## src/rtl/dma_end_pkg.sv

```systemverilog
package dma_end_pkg;
  localparam int RESP_W = 2;

  typedef enum logic [RESP_W-1:0] {
    RESP_OKAY   = 2'b00,
    RESP_EXOKAY = 2'b01,
    RESP_SLVERR = 2'b10,
    RESP_DECERR = 2'b11
  } resp_e;
endpackage

```

## src/rtl/dma_end_byte_cnt.sv

```systemverilog
module dma_end_byte_cnt
  import dma_end_pkg::*;
#(
  parameter int CNT_W  = 20,
  parameter int BEAT_W = 8
) (
  input  logic              clk_i,
  input  logic              rst_ni,
  input  logic              load_i,
  input  logic [CNT_W-1:0]  load_cnt_i,
  input  logic              beat_vld_i,
  input  logic [BEAT_W-1:0] beat_bytes_i,
  input  resp_e             beat_resp_i,
  output logic              fin_ok_o,
  output logic              fin_bad_o
);
  localparam int SUM_W = CNT_W + 1;

  logic [CNT_W-1:0] total_q, cnt_q;
  logic             armed_q;
  logic [SUM_W-1:0] sum;
  logic             take, hit;

  assign take = armed_q & beat_vld_i & ~load_i;
  assign sum  = {1'b0, cnt_q} + {{(SUM_W-BEAT_W){1'b0}}, beat_bytes_i};
  assign hit  = take & (sum >= {1'b0, total_q});

  assign fin_ok_o  = hit & (beat_resp_i == RESP_OKAY);
  assign fin_bad_o = hit & (beat_resp_i != RESP_OKAY);

  always_ff @(posedge clk_i or negedge rst_ni) begin
    if (!rst_ni) begin
      total_q <= '0;
      cnt_q   <= '0;
      armed_q <= 1'b0;
    end else if (load_i) begin
      // new transaction: counter restarts, status untouched
      total_q <= load_cnt_i;
      cnt_q   <= '0;
      armed_q <= 1'b1;
    end else if (hit) begin
      cnt_q   <= '0;
      armed_q <= 1'b0;
    end else if (take) begin
      cnt_q   <= sum[CNT_W-1:0];
    end
  end

  p_one_fin_r12: assert property (@(posedge clk_i) disable iff (!rst_ni)
    (fin_ok_o || fin_bad_o) |=> !(fin_ok_o || fin_bad_o) || $past(load_i) || $rose(armed_q));

  p_fin_disarms_r12: assert property (@(posedge clk_i) disable iff (!rst_ni)
    (fin_ok_o || fin_bad_o) |=> !armed_q);

  p_load_arms_r8: assert property (@(posedge clk_i) disable iff (!rst_ni)
    load_i |=> armed_q && (cnt_q == '0));
endmodule

```

## src/rtl/dma_end_status.sv

```systemverilog
module dma_end_status (
  input  logic clk_i,
  input  logic rst_ni,
  input  logic fin_ok_i,
  input  logic fin_bad_i,
  input  logic load_i,
  input  logic link_i,
  input  logic wb_en_i,
  input  logic wb_done_i,
  input  logic desc_done_i,
  input  logic desc_vld_i,
  input  logic desc_mask_i,
  input  logic end_mask_i,
  input  logic clr_end_i,
  input  logic clr_der_i,
  input  logic clr_err_i,
  output logic end_o,
  output logic der_o,
  output logic err_o,
  output logic irq_o
);
  logic end_q, der_q, err_q, dim_q;
  logic wb_pend_q, wb_stale_q;
  logic defer, end_cur, end_stale, wb_fire, der_set;

  assign defer     = link_i & wb_en_i;
  assign wb_fire   = wb_done_i & wb_pend_q;
  assign end_cur   = (fin_ok_i & ~defer) | (wb_fire & ~wb_stale_q);
  assign end_stale = wb_fire & wb_stale_q;
  assign der_set   = desc_done_i & link_i & ~desc_vld_i;

  always_ff @(posedge clk_i or negedge rst_ni) begin
    if (!rst_ni) begin
      end_q      <= 1'b0;
      der_q      <= 1'b0;
      err_q      <= 1'b0;
      dim_q      <= 1'b0;
      wb_pend_q  <= 1'b0;
      wb_stale_q <= 1'b0;
    end else begin
      // current-transaction set beats clear; stale writeback loses to clear
      if (end_cur)                      end_q <= 1'b1;
      else if (clr_end_i)               end_q <= 1'b0;
      else if (end_stale)               end_q <= 1'b1;

      if (der_set) begin
        der_q <= 1'b1;
        dim_q <= desc_mask_i;
      end else if (clr_der_i) begin
        der_q <= 1'b0;
      end

      if (fin_bad_i)                    err_q <= 1'b1;
      else if (clr_err_i)               err_q <= 1'b0;

      if (fin_ok_i && defer) begin
        wb_pend_q  <= 1'b1;
        wb_stale_q <= 1'b0;
      end else if (wb_fire) begin
        wb_pend_q  <= 1'b0;
        wb_stale_q <= 1'b0;
      end else if (load_i && wb_pend_q) begin
        wb_stale_q <= 1'b1;
      end
    end
  end

  assign end_o = end_q;
  assign der_o = der_q;
  assign err_o = err_q;
  assign irq_o = (end_q & ~end_mask_i) | (der_q & ~dim_q);

  p_end_source_r5: assert property (@(posedge clk_i) disable iff (!rst_ni)
    $rose(end_q) |-> $past((fin_ok_i && !(link_i && wb_en_i)) || (wb_done_i && wb_pend_q)));

  p_err_not_end_r3: assert property (@(posedge clk_i) disable iff (!rst_ni)
    (fin_bad_i && !end_q && !wb_done_i) |=> !end_q && err_q);

  p_end_sticky_r10: assert property (@(posedge clk_i) disable iff (!rst_ni)
    (end_q && !clr_end_i) |=> end_q);

  p_load_keeps_r8: assert property (@(posedge clk_i) disable iff (!rst_ni)
    (load_i && end_q && !clr_end_i) |=> end_q);

  p_der_set_r6: assert property (@(posedge clk_i) disable iff (!rst_ni)
    (desc_done_i && link_i && !desc_vld_i) |=> der_q);

  p_der_hold_r6: assert property (@(posedge clk_i) disable iff (!rst_ni)
    (!der_q && !(desc_done_i && link_i)) |=> !der_q);

  p_set_wins_r9: assert property (@(posedge clk_i) disable iff (!rst_ni)
    (fin_ok_i && !(link_i && wb_en_i) && clr_end_i) |=> end_q);

  p_irq_mask_r4: assert property (@(posedge clk_i) disable iff (!rst_ni)
    (end_mask_i && !der_q) |-> !irq_o);
endmodule

```

## src/rtl/dma_end_chan.sv

```systemverilog
module dma_end_chan
  import dma_end_pkg::*;
#(
  parameter int CNT_W  = 20,
  parameter int BEAT_W = 8
) (
  input  logic              clk_i,
  input  logic              rst_ni,
  input  logic              load_i,
  input  logic [CNT_W-1:0]  load_cnt_i,
  input  logic              beat_vld_i,
  input  logic [BEAT_W-1:0] beat_bytes_i,
  input  logic [RESP_W-1:0] beat_resp_i,
  input  logic              link_i,
  input  logic              wb_en_i,
  input  logic              wb_done_i,
  input  logic              desc_done_i,
  input  logic              desc_vld_i,
  input  logic              desc_mask_i,
  input  logic              end_mask_i,
  input  logic              clr_end_i,
  input  logic              clr_der_i,
  input  logic              clr_err_i,
  output logic              end_o,
  output logic              der_o,
  output logic              err_o,
  output logic              irq_o
);
  logic fin_ok, fin_bad;

  dma_end_byte_cnt #(.CNT_W(CNT_W), .BEAT_W(BEAT_W)) u_cnt (
    .clk_i        (clk_i),
    .rst_ni       (rst_ni),
    .load_i       (load_i),
    .load_cnt_i   (load_cnt_i),
    .beat_vld_i   (beat_vld_i),
    .beat_bytes_i (beat_bytes_i),
    .beat_resp_i  (resp_e'(beat_resp_i)),
    .fin_ok_o     (fin_ok),
    .fin_bad_o    (fin_bad)
  );

  dma_end_status u_stat (
    .clk_i       (clk_i),
    .rst_ni      (rst_ni),
    .fin_ok_i    (fin_ok),
    .fin_bad_i   (fin_bad),
    .load_i      (load_i),
    .link_i      (link_i),
    .wb_en_i     (wb_en_i),
    .wb_done_i   (wb_done_i),
    .desc_done_i (desc_done_i),
    .desc_vld_i  (desc_vld_i),
    .desc_mask_i (desc_mask_i),
    .end_mask_i  (end_mask_i),
    .clr_end_i   (clr_end_i),
    .clr_der_i   (clr_der_i),
    .clr_err_i   (clr_err_i),
    .end_o       (end_o),
    .der_o       (der_o),
    .err_o       (err_o),
    .irq_o       (irq_o)
  );

  p_fin_excl_r3: assert property (@(posedge clk_i) disable iff (!rst_ni)
    !(fin_ok && fin_bad));
endmodule

```

## src/rtl/dma_end_irq_top.sv

```systemverilog
module dma_end_irq_top
  import dma_end_pkg::*;
#(
  parameter int NUM_CH = 16,
  parameter int CNT_W  = 20,
  parameter int BEAT_W = 8
) (
  input  logic                       clk_i,
  input  logic                       rst_ni,
  input  logic [NUM_CH-1:0]          load_i,
  input  logic [NUM_CH*CNT_W-1:0]    load_cnt_i,
  input  logic [NUM_CH-1:0]          beat_vld_i,
  input  logic [NUM_CH*BEAT_W-1:0]   beat_bytes_i,
  input  logic [NUM_CH*RESP_W-1:0]   beat_resp_i,
  input  logic [NUM_CH-1:0]          link_i,
  input  logic [NUM_CH-1:0]          wb_en_i,
  input  logic [NUM_CH-1:0]          wb_done_i,
  input  logic [NUM_CH-1:0]          desc_done_i,
  input  logic [NUM_CH-1:0]          desc_vld_i,
  input  logic [NUM_CH-1:0]          desc_mask_i,
  input  logic [NUM_CH-1:0]          end_mask_i,
  input  logic [NUM_CH-1:0]          clr_end_i,
  input  logic [NUM_CH-1:0]          clr_der_i,
  input  logic [NUM_CH-1:0]          clr_err_i,
  output logic [NUM_CH-1:0]          end_o,
  output logic [NUM_CH-1:0]          der_o,
  output logic [NUM_CH-1:0]          err_o,
  output logic [NUM_CH-1:0]          irq_o
);
  for (genvar c = 0; c < NUM_CH; c++) begin : g_ch
    dma_end_chan #(.CNT_W(CNT_W), .BEAT_W(BEAT_W)) u_ch (
      .clk_i        (clk_i),
      .rst_ni       (rst_ni),
      .load_i       (load_i[c]),
      .load_cnt_i   (load_cnt_i[c*CNT_W +: CNT_W]),
      .beat_vld_i   (beat_vld_i[c]),
      .beat_bytes_i (beat_bytes_i[c*BEAT_W +: BEAT_W]),
      .beat_resp_i  (beat_resp_i[c*RESP_W +: RESP_W]),
      .link_i       (link_i[c]),
      .wb_en_i      (wb_en_i[c]),
      .wb_done_i    (wb_done_i[c]),
      .desc_done_i  (desc_done_i[c]),
      .desc_vld_i   (desc_vld_i[c]),
      .desc_mask_i  (desc_mask_i[c]),
      .end_mask_i   (end_mask_i[c]),
      .clr_end_i    (clr_end_i[c]),
      .clr_der_i    (clr_der_i[c]),
      .clr_err_i    (clr_err_i[c]),
      .end_o        (end_o[c]),
      .der_o        (der_o[c]),
      .err_o        (err_o[c]),
      .irq_o        (irq_o[c])
    );
  end

  p_reset_clean_r1: assert property (@(posedge clk_i)
    $rose(rst_ni) |-> (end_o == '0) && (der_o == '0) && (err_o == '0));
endmodule

```

## config.mk

```make
export PLATFORM = sky130hd
export DESIGN_NAME = dma_end_irq_top
export DESIGN_NICKNAME = d
export VERILOG_FILES = /design/src/rtl/dma_end_pkg.sv /design/src/rtl/dma_end_byte_cnt.sv /design/src/rtl/dma_end_status.sv /design/src/rtl/dma_end_chan.sv /design/src/rtl/dma_end_irq_top.sv
export SDC_FILE = /design/constraint.sdc
export NUM_CORES = 2
export LEC_CHECK = 0
export BUFFER_PORTS_ARGS = -buffer_cell sky130_fd_sc_hd__buf_2
export CAP_MARGIN = 20
export CORE_ASPECT_RATIO = 0.9
export CORE_UTILIZATION = 55
export DETAILED_ROUTE_END_ITERATION = 6
export GPL_ROUTABILITY_DRIVEN = 1
export PLACE_DENSITY = 0.74
export SYNTH_ARGS = -nofsm -noshare
export SYNTH_HDL_FRONTEND = slang
export SYNTH_SLANG_ARGS = --single-unit
```

## constraint.sdc

```tcl
create_clock -name clk_i -period 6 [get_ports clk_i]
set_clock_uncertainty 0.15 [all_clocks]
set_input_delay 1.2 -clock clk_i [delete_from_list [all_inputs] [get_ports clk_i]]
set_output_delay 1.2 -clock clk_i [all_outputs]
set_load 0.03 [all_outputs]
```

=== Yosys cells after proc, flatten, opt, wreduce, memory -nomap -nowiden ===
Index checks and enable logic that the tools add are counted.

* Flip-flop bits (word level): 752

* Add/sub/neg operators: 16
* Order comparisons: 16
* Muxes and demuxes: 272
* Bitwise operators: 352
* Reductions and logical operators: 176

{| class="wikitable"
|+ Operator list
! kind !! number
|-
| two-way mux 20 bit || 48
|-
| adder 20 x 8 -> 21 bit || 16
|-
| greater-or-equal comparator 21 x 20 -> 1 bit || 16
|-
| AND 1 bit || 224
|-
| two-way mux 1 bit || 224
|-
| nonzero test 2 bit || 80
|-
| nonzero test 3 bit || 48
|-
| inverter 1 bit || 96
|-
| logical AND 1 bit || 32
|-
| zero test 2 bit || 16
|-
| OR 1 bit || 32
|}

=== Logic depth before layout (Yosys ltp) ===
* Depth in word-level cells: 7
* Depth in mapped cells: 19
* Gate-level depth less buffers: 17

=== By module ===
Synthesis repeated with hierarchy kept, for this count alone.

* Cells, all modules: 4778
* Area, all modules: 45909.0 µm²

{| class="wikitable"
|+ By module, submodules not included
! module !! times used !! cells each !! area each (µm²)
|-
| dma_end_byte_cnt at g_ch[12].u_ch.u_cnt ... || 9 || 274 || 2600.0
|-
| dma_end_byte_cnt at g_ch[0].u_ch.u_cnt ... || 5 || 275 || 2611.3
|-
| dma_end_status || 16 || 24 || 261.5
|-
| dma_end_byte_cnt at g_ch[9].u_ch.u_cnt || 1 || 287 || 2675.1
|-
| dma_end_byte_cnt at g_ch[11].u_ch.u_cnt || 1 || 266 || 2593.7
|}

=== Worst setup path after synthesis ===
Ideal clock, no wire load.

* Path kind: input to register
* From: in beat_bytes_i[48]
* To: reg g_ch[6].u_ch.u_cnt.cnt_q[14]
* Arrival: 4.955 ns
* Required time: 5.768 ns
* Slack: 0.813 ns
* Stages on the path: 18
* Cells stage by stage: ha_1 > fa_1 > a21oi_1 > a2bb2oi_2 > a22oi_1 > nor2b_1 > buf_4 > and2_1 > xor2_1 > ha_1 > a211oi_1 > o221ai_1 > a2111oi_2 > a21oi_4 > a311oi_4 > buf_6 > a41oi_1 > a31oi_1

* Cells in the longest elaborated chain, start to end: 5

{| class="wikitable"
|+ Ends and longest elaborated chain
! item !! RTL line !! text
|-
| start: declaration || dma_end_irq_top.sv:13 || <nowiki>input logic [NUM_CH*BEAT_W-1:0] beat_bytes_i,</nowiki>
|-
| adder 20 x 8 -> 21 bit (*) || dma_end_byte_cnt.sv:25 || <nowiki>assign sum = {1'b0, cnt_q} + {{(SUM_W-BEAT_W){1'b0}}, beat_bytes_i};</nowiki>
|-
| greater-or-equal comparator 21 x 20 -> 1 bit || dma_end_byte_cnt.sv:26 || <nowiki>assign hit = take & (sum >= {1'b0, total_q});</nowiki>
|-
| AND 1 bit || dma_end_byte_cnt.sv:26 ||
|-
| two-way mux 20 bit || dma_end_byte_cnt.sv:41 || <nowiki>end else if (hit) begin</nowiki>
|-
| two-way mux 20 bit || dma_end_byte_cnt.sv:36 || <nowiki>end else if (load_i) begin</nowiki>
|-
| end signal: assignment || dma_end_byte_cnt.sv:45 || <nowiki>cnt_q <= sum[CNT_W-1:0];</nowiki>
|-
| end: declaration || dma_end_byte_cnt.sv:19 || <nowiki>logic [CNT_W-1:0] total_q, cnt_q;</nowiki>
|}

Every way passes the cells marked *; elsewhere a longest branch is shown, timed or not. The select of a mux whose other input is x is not followed.
A chain may end at the register's enable or synchronous reset.

=== Worst setup path in the final report ===
* From: in beat_bytes_i[48]
* To: reg g_ch[6].u_ch.u_cnt.cnt_q[18]

Same word-level chain as after synthesis.

==> metrics.txt <==
outcome finished, final reports clean; pwr dens about 260 nW/µm²; Setup WS pre-CTS 0.1960 ns; Final setup viols 0; sum of negative setup slack 0 ns; CP Cell Sequence buf_2 -> ha_1 -> fa_1 -> a21oi_1 -> a2bb2oi_2 -> a22oi_1 -> nor2b_1 -> buf_4 -> and2_1 -> xor2_1 -> ha_1 -> a211oi_1 -> o221ai_1 -> a2111oi_2 -> a21oi_4 -> a311oi_4 -> buf_4 -> a41oi_1 -> a31oi_1; Die Ht between 200 and 300 µm; simple-gate share of the synthesized area approximately 14%; biggest regs g_ch.u_ch.u_cnt.cnt_q x320, g_ch.u_ch.u_cnt.total_q x320; FP Rows 100; Worst-path clk slew 0.06 ns; WHS approximately 0.33 ns; YS warnings 0; post-synthesis adder-cell area fraction between 10% and 20%; Die X just over 300 µm; die area 84570 µm²; starting density of the core 55.55%; RSZ-0062 raised after global routing false; Max Fclk 191.8 MHz; H-tree Lvls 3; Finished Core Util between 60% and 70%; Top Ports 738; final slew viol count 0; crit path DAT about 5.6 ns; Clock Sinks between 700 and 800; post-CTS setup buffers 0; Remaining Overflow, GRT 0; Max Cap Viol 0; number of flops mapped to enable cells by yosys 0; antenna violations before repair 69; worst path required time approximately 6.4 ns; Clk Tree Root Cell clkbuf_16; Area Growth Syn to Fin 16.03%; post-route ant nets 0; Post-Synthesis Cells just under 5000; share of layout cells above drive strength 1 between 10% and 20%; final hold vios 0; DRC viols 0; met1 wire length roughly 54 mm; Setup WS post-layout approximately 0.8 ns; Lkg Pwr around 27 nW; dpl hpwl 92.79 mm; shortest period the worst path allows about 5.2 ns; first-pass GRT wire length ~190 mm; hold_buf cts 0; Routed Wire Length about 120 mm; Hold Crit Class reg2reg; Flop pwr share between 30% and 40%; Max stage delay on crit path about 0.46 ns; met2 wire length roughly 56 mm; Resize count post-CTS 0; vias in the first global route approximately 37000; synthesized net count about 6000; register bit total from synthesis ~750; Comb power frac 22.1%; Max Used Layer met5; xor/xnor share of the synthesized area under 10%; Pwr Total 0.01410 W; clk_lat worst skew about 0.64 ns; fin crit share between 80% and 90%; multiplexer share of the synthesized area less than 1%; Slew HR between 20 and 30%; TritonCTS buffer count between 80 and 90; Clock Power Share between 30% and 40%; DRT Pass-1 Iters 6; Final GP Congestion between 0.9 and 1; core area between 80000 and 90000 µm²; Sw Ratio between 20% and 30%; sequential area share after synthesis between 40% and 50%; Post-synth ARST share 100.0%; start-to-end type of the worst setup path in2reg; Synth cell types 100; CP max stage cell a2111oi_2; NumNets Final ~6700; CP Capture Type register; worst-case clock buffer depth 3; Starting DRT DRC Count between 2000 and 3000; Buffers on Ports roughly 740; largest net degree at the start of global routing between 100 and 150; CP max FO 10; Compound-Gate Fraction of Synth Area 19.68%; Mean Syn Cell Area 9.341 µm²; net switching power 0.004193 W; Main synth FF type dfrtp_1; vias per cell between 5 and 6; CTS tree built; slew of the pin with the lowest slew margin around 1.1 ns; largest family of logic cells by synthesized area compound AO/OA/AOI/OAI gates; Total GRT Usage between 20% and 30%; Routed wire per std cell roughly 18 µm; Int Pwr 0.009904 W; startpoint types primary input; reg2reg setup slack around 1.0 ns; metal3 WL between 7 and 8 mm; vias roughly 38000; worst vdd ir 0.2253 mV; Netlist Area Pre-Place 45880 µm²
## cell usage after synthesis, types with 70 or more instances
cell        n  area (µm²)
nor2_1    216       810.8
a31oi_1    72       450.4
nand4_1    70       437.9
o21ai_0   473        2367
clkbuf_1  117       439.2
nand2_1   538        2019
inv_1     454        1704
a21oi_1   229        1146
dfrtp_1   752       18820
a22o_1    235        2058
xor2_1     94       823.3
nand3_1   148       740.7
xnor2_1   179        1568
ha_1      448        5605
## path summary, 6_finish.rpt
check | cells past startpoint | start | end
worst max-delay path | 19 | beat_bytes_i[48] | g_ch[6].u_ch.u_cnt.cnt_q[18]
worst min-delay path | 1 | g_ch[6].u_ch.u_cnt.cnt_q[15] | g_ch[6].u_ch.u_cnt.cnt_q[15]
worst max register to register | 18 | g_ch[6].u_ch.u_cnt.cnt_q[0] | g_ch[6].u_ch.u_cnt.cnt_q[18]
worst min register to register | 1 | g_ch[6].u_ch.u_cnt.cnt_q[15] | g_ch[6].u_ch.u_cnt.cnt_q[15]
max in group asynchronous | 2 | rst_ni | g_ch[12].u_ch.u_cnt.cnt_q[7]
min in group asynchronous | 1 | rst_ni | g_ch[5].u_ch.u_cnt.cnt_q[3]
## placed cells by master, fill, tap and decap left out, types with 26 or more instances in the layout
| cell | netlist | final |
|---|---|---|
| nand3_1 | 148 | 148 |
| a21o_1 | 65 | 65 |
| nand4_1 | 70 | 70 |
| xnor2_1 | 179 | 179 |
| nand2b_1 | 43 | 43 |
| nor3_1 | 59 | 58 |
| nor2_1 | 216 | 216 |
| a21oi_1 | 229 | 228 |
| and3_1 | 37 | 37 |
| a22o_1 | 235 | 235 |
| o21ai_0 | 473 | 473 |
| mux2_2 | 32 | 32 |
| diode_2 | 0 | 48 |
| nand2_1 | 538 | 538 |
| a31oi_1 | 72 | 72 |
| inv_1 | 454 | 454 |
| o22ai_1 | 42 | 42 |
| xor2_1 | 94 | 94 |
| nand3b_1 | 36 | 36 |
| ha_1 | 448 | 448 |
| buf_4 | 69 | 45 |
| o211ai_1 | 30 | 30 |
| dfrtp_1 | 752 | 752 |
| clkbuf_16 | 0 | 83 |
| buf_2 | 21 | 736 |
| a211oi_1 | 52 | 52 |
| and2_1 | 28 | 28 |
| nor4_1 | 27 | 26 |
| o21a_1 | 42 | 42 |
## critical path: cells and delay by family
kind,cells,cell delay (ns)
AOI/OAI and AO/OA,10,2.40
xor gates and xnor gates,1,0.15
adders and majority gates,3,0.95
buffers and inverters,3,0.53
and+or+nand+nor,2,0.36
## kinds of logic after synthesis
logic type	after synthesis
compound gates	1380
mux	41
fa+ha+maj	464
flops	752
xor+xnor	273
buf+inv	667
simple gates	1334
## area by class of cell
type | count | area, µm²
Clock buffer | 108 | 2311
Tap cell | 1071 | 1340
Antenna cell | 48 | 120.1
Multi-Input combinational cell | 3492 | 24260
Inverter | 454 | 1704
Sequential cell | 752 | 18820
Timing Repair Buffer | 787 | 4136
Fill cell | 6809 | 29350
Clock inverter | 42 | 538.0
## stage by stage
step                std cells  instance area, µm²
CTS                      6705               53100
floorplan                4911               45880
finish                   6754               53230
detailed placement       6555               50250
global placement         6555               50250
global route             6742               53200
## metal layers
metal  vias to the layer above  global-route usage, %
li1                      18801                      -
met1                     18215                  37.95
met2                      1027                  44.49
met3                       282                  5.426
met4                        38                  12.59
met5                         -                      0
## power by group through the flow
stage,registers (W),clock network (W),logic (W)
2_1_floorplan,0.00565,0,0.00216
3_3_place_gp,0.00569,0,0.00298
3_5_place_dp,0.00570,0,0.00307
4_1_cts,0.00562,0.00546,0.00310
5_1_grt,0.00566,0.00567,0.00354
6_report,0.00562,0.00536,0.00311
Note: power is estimated with default switching activity, not from simulation.
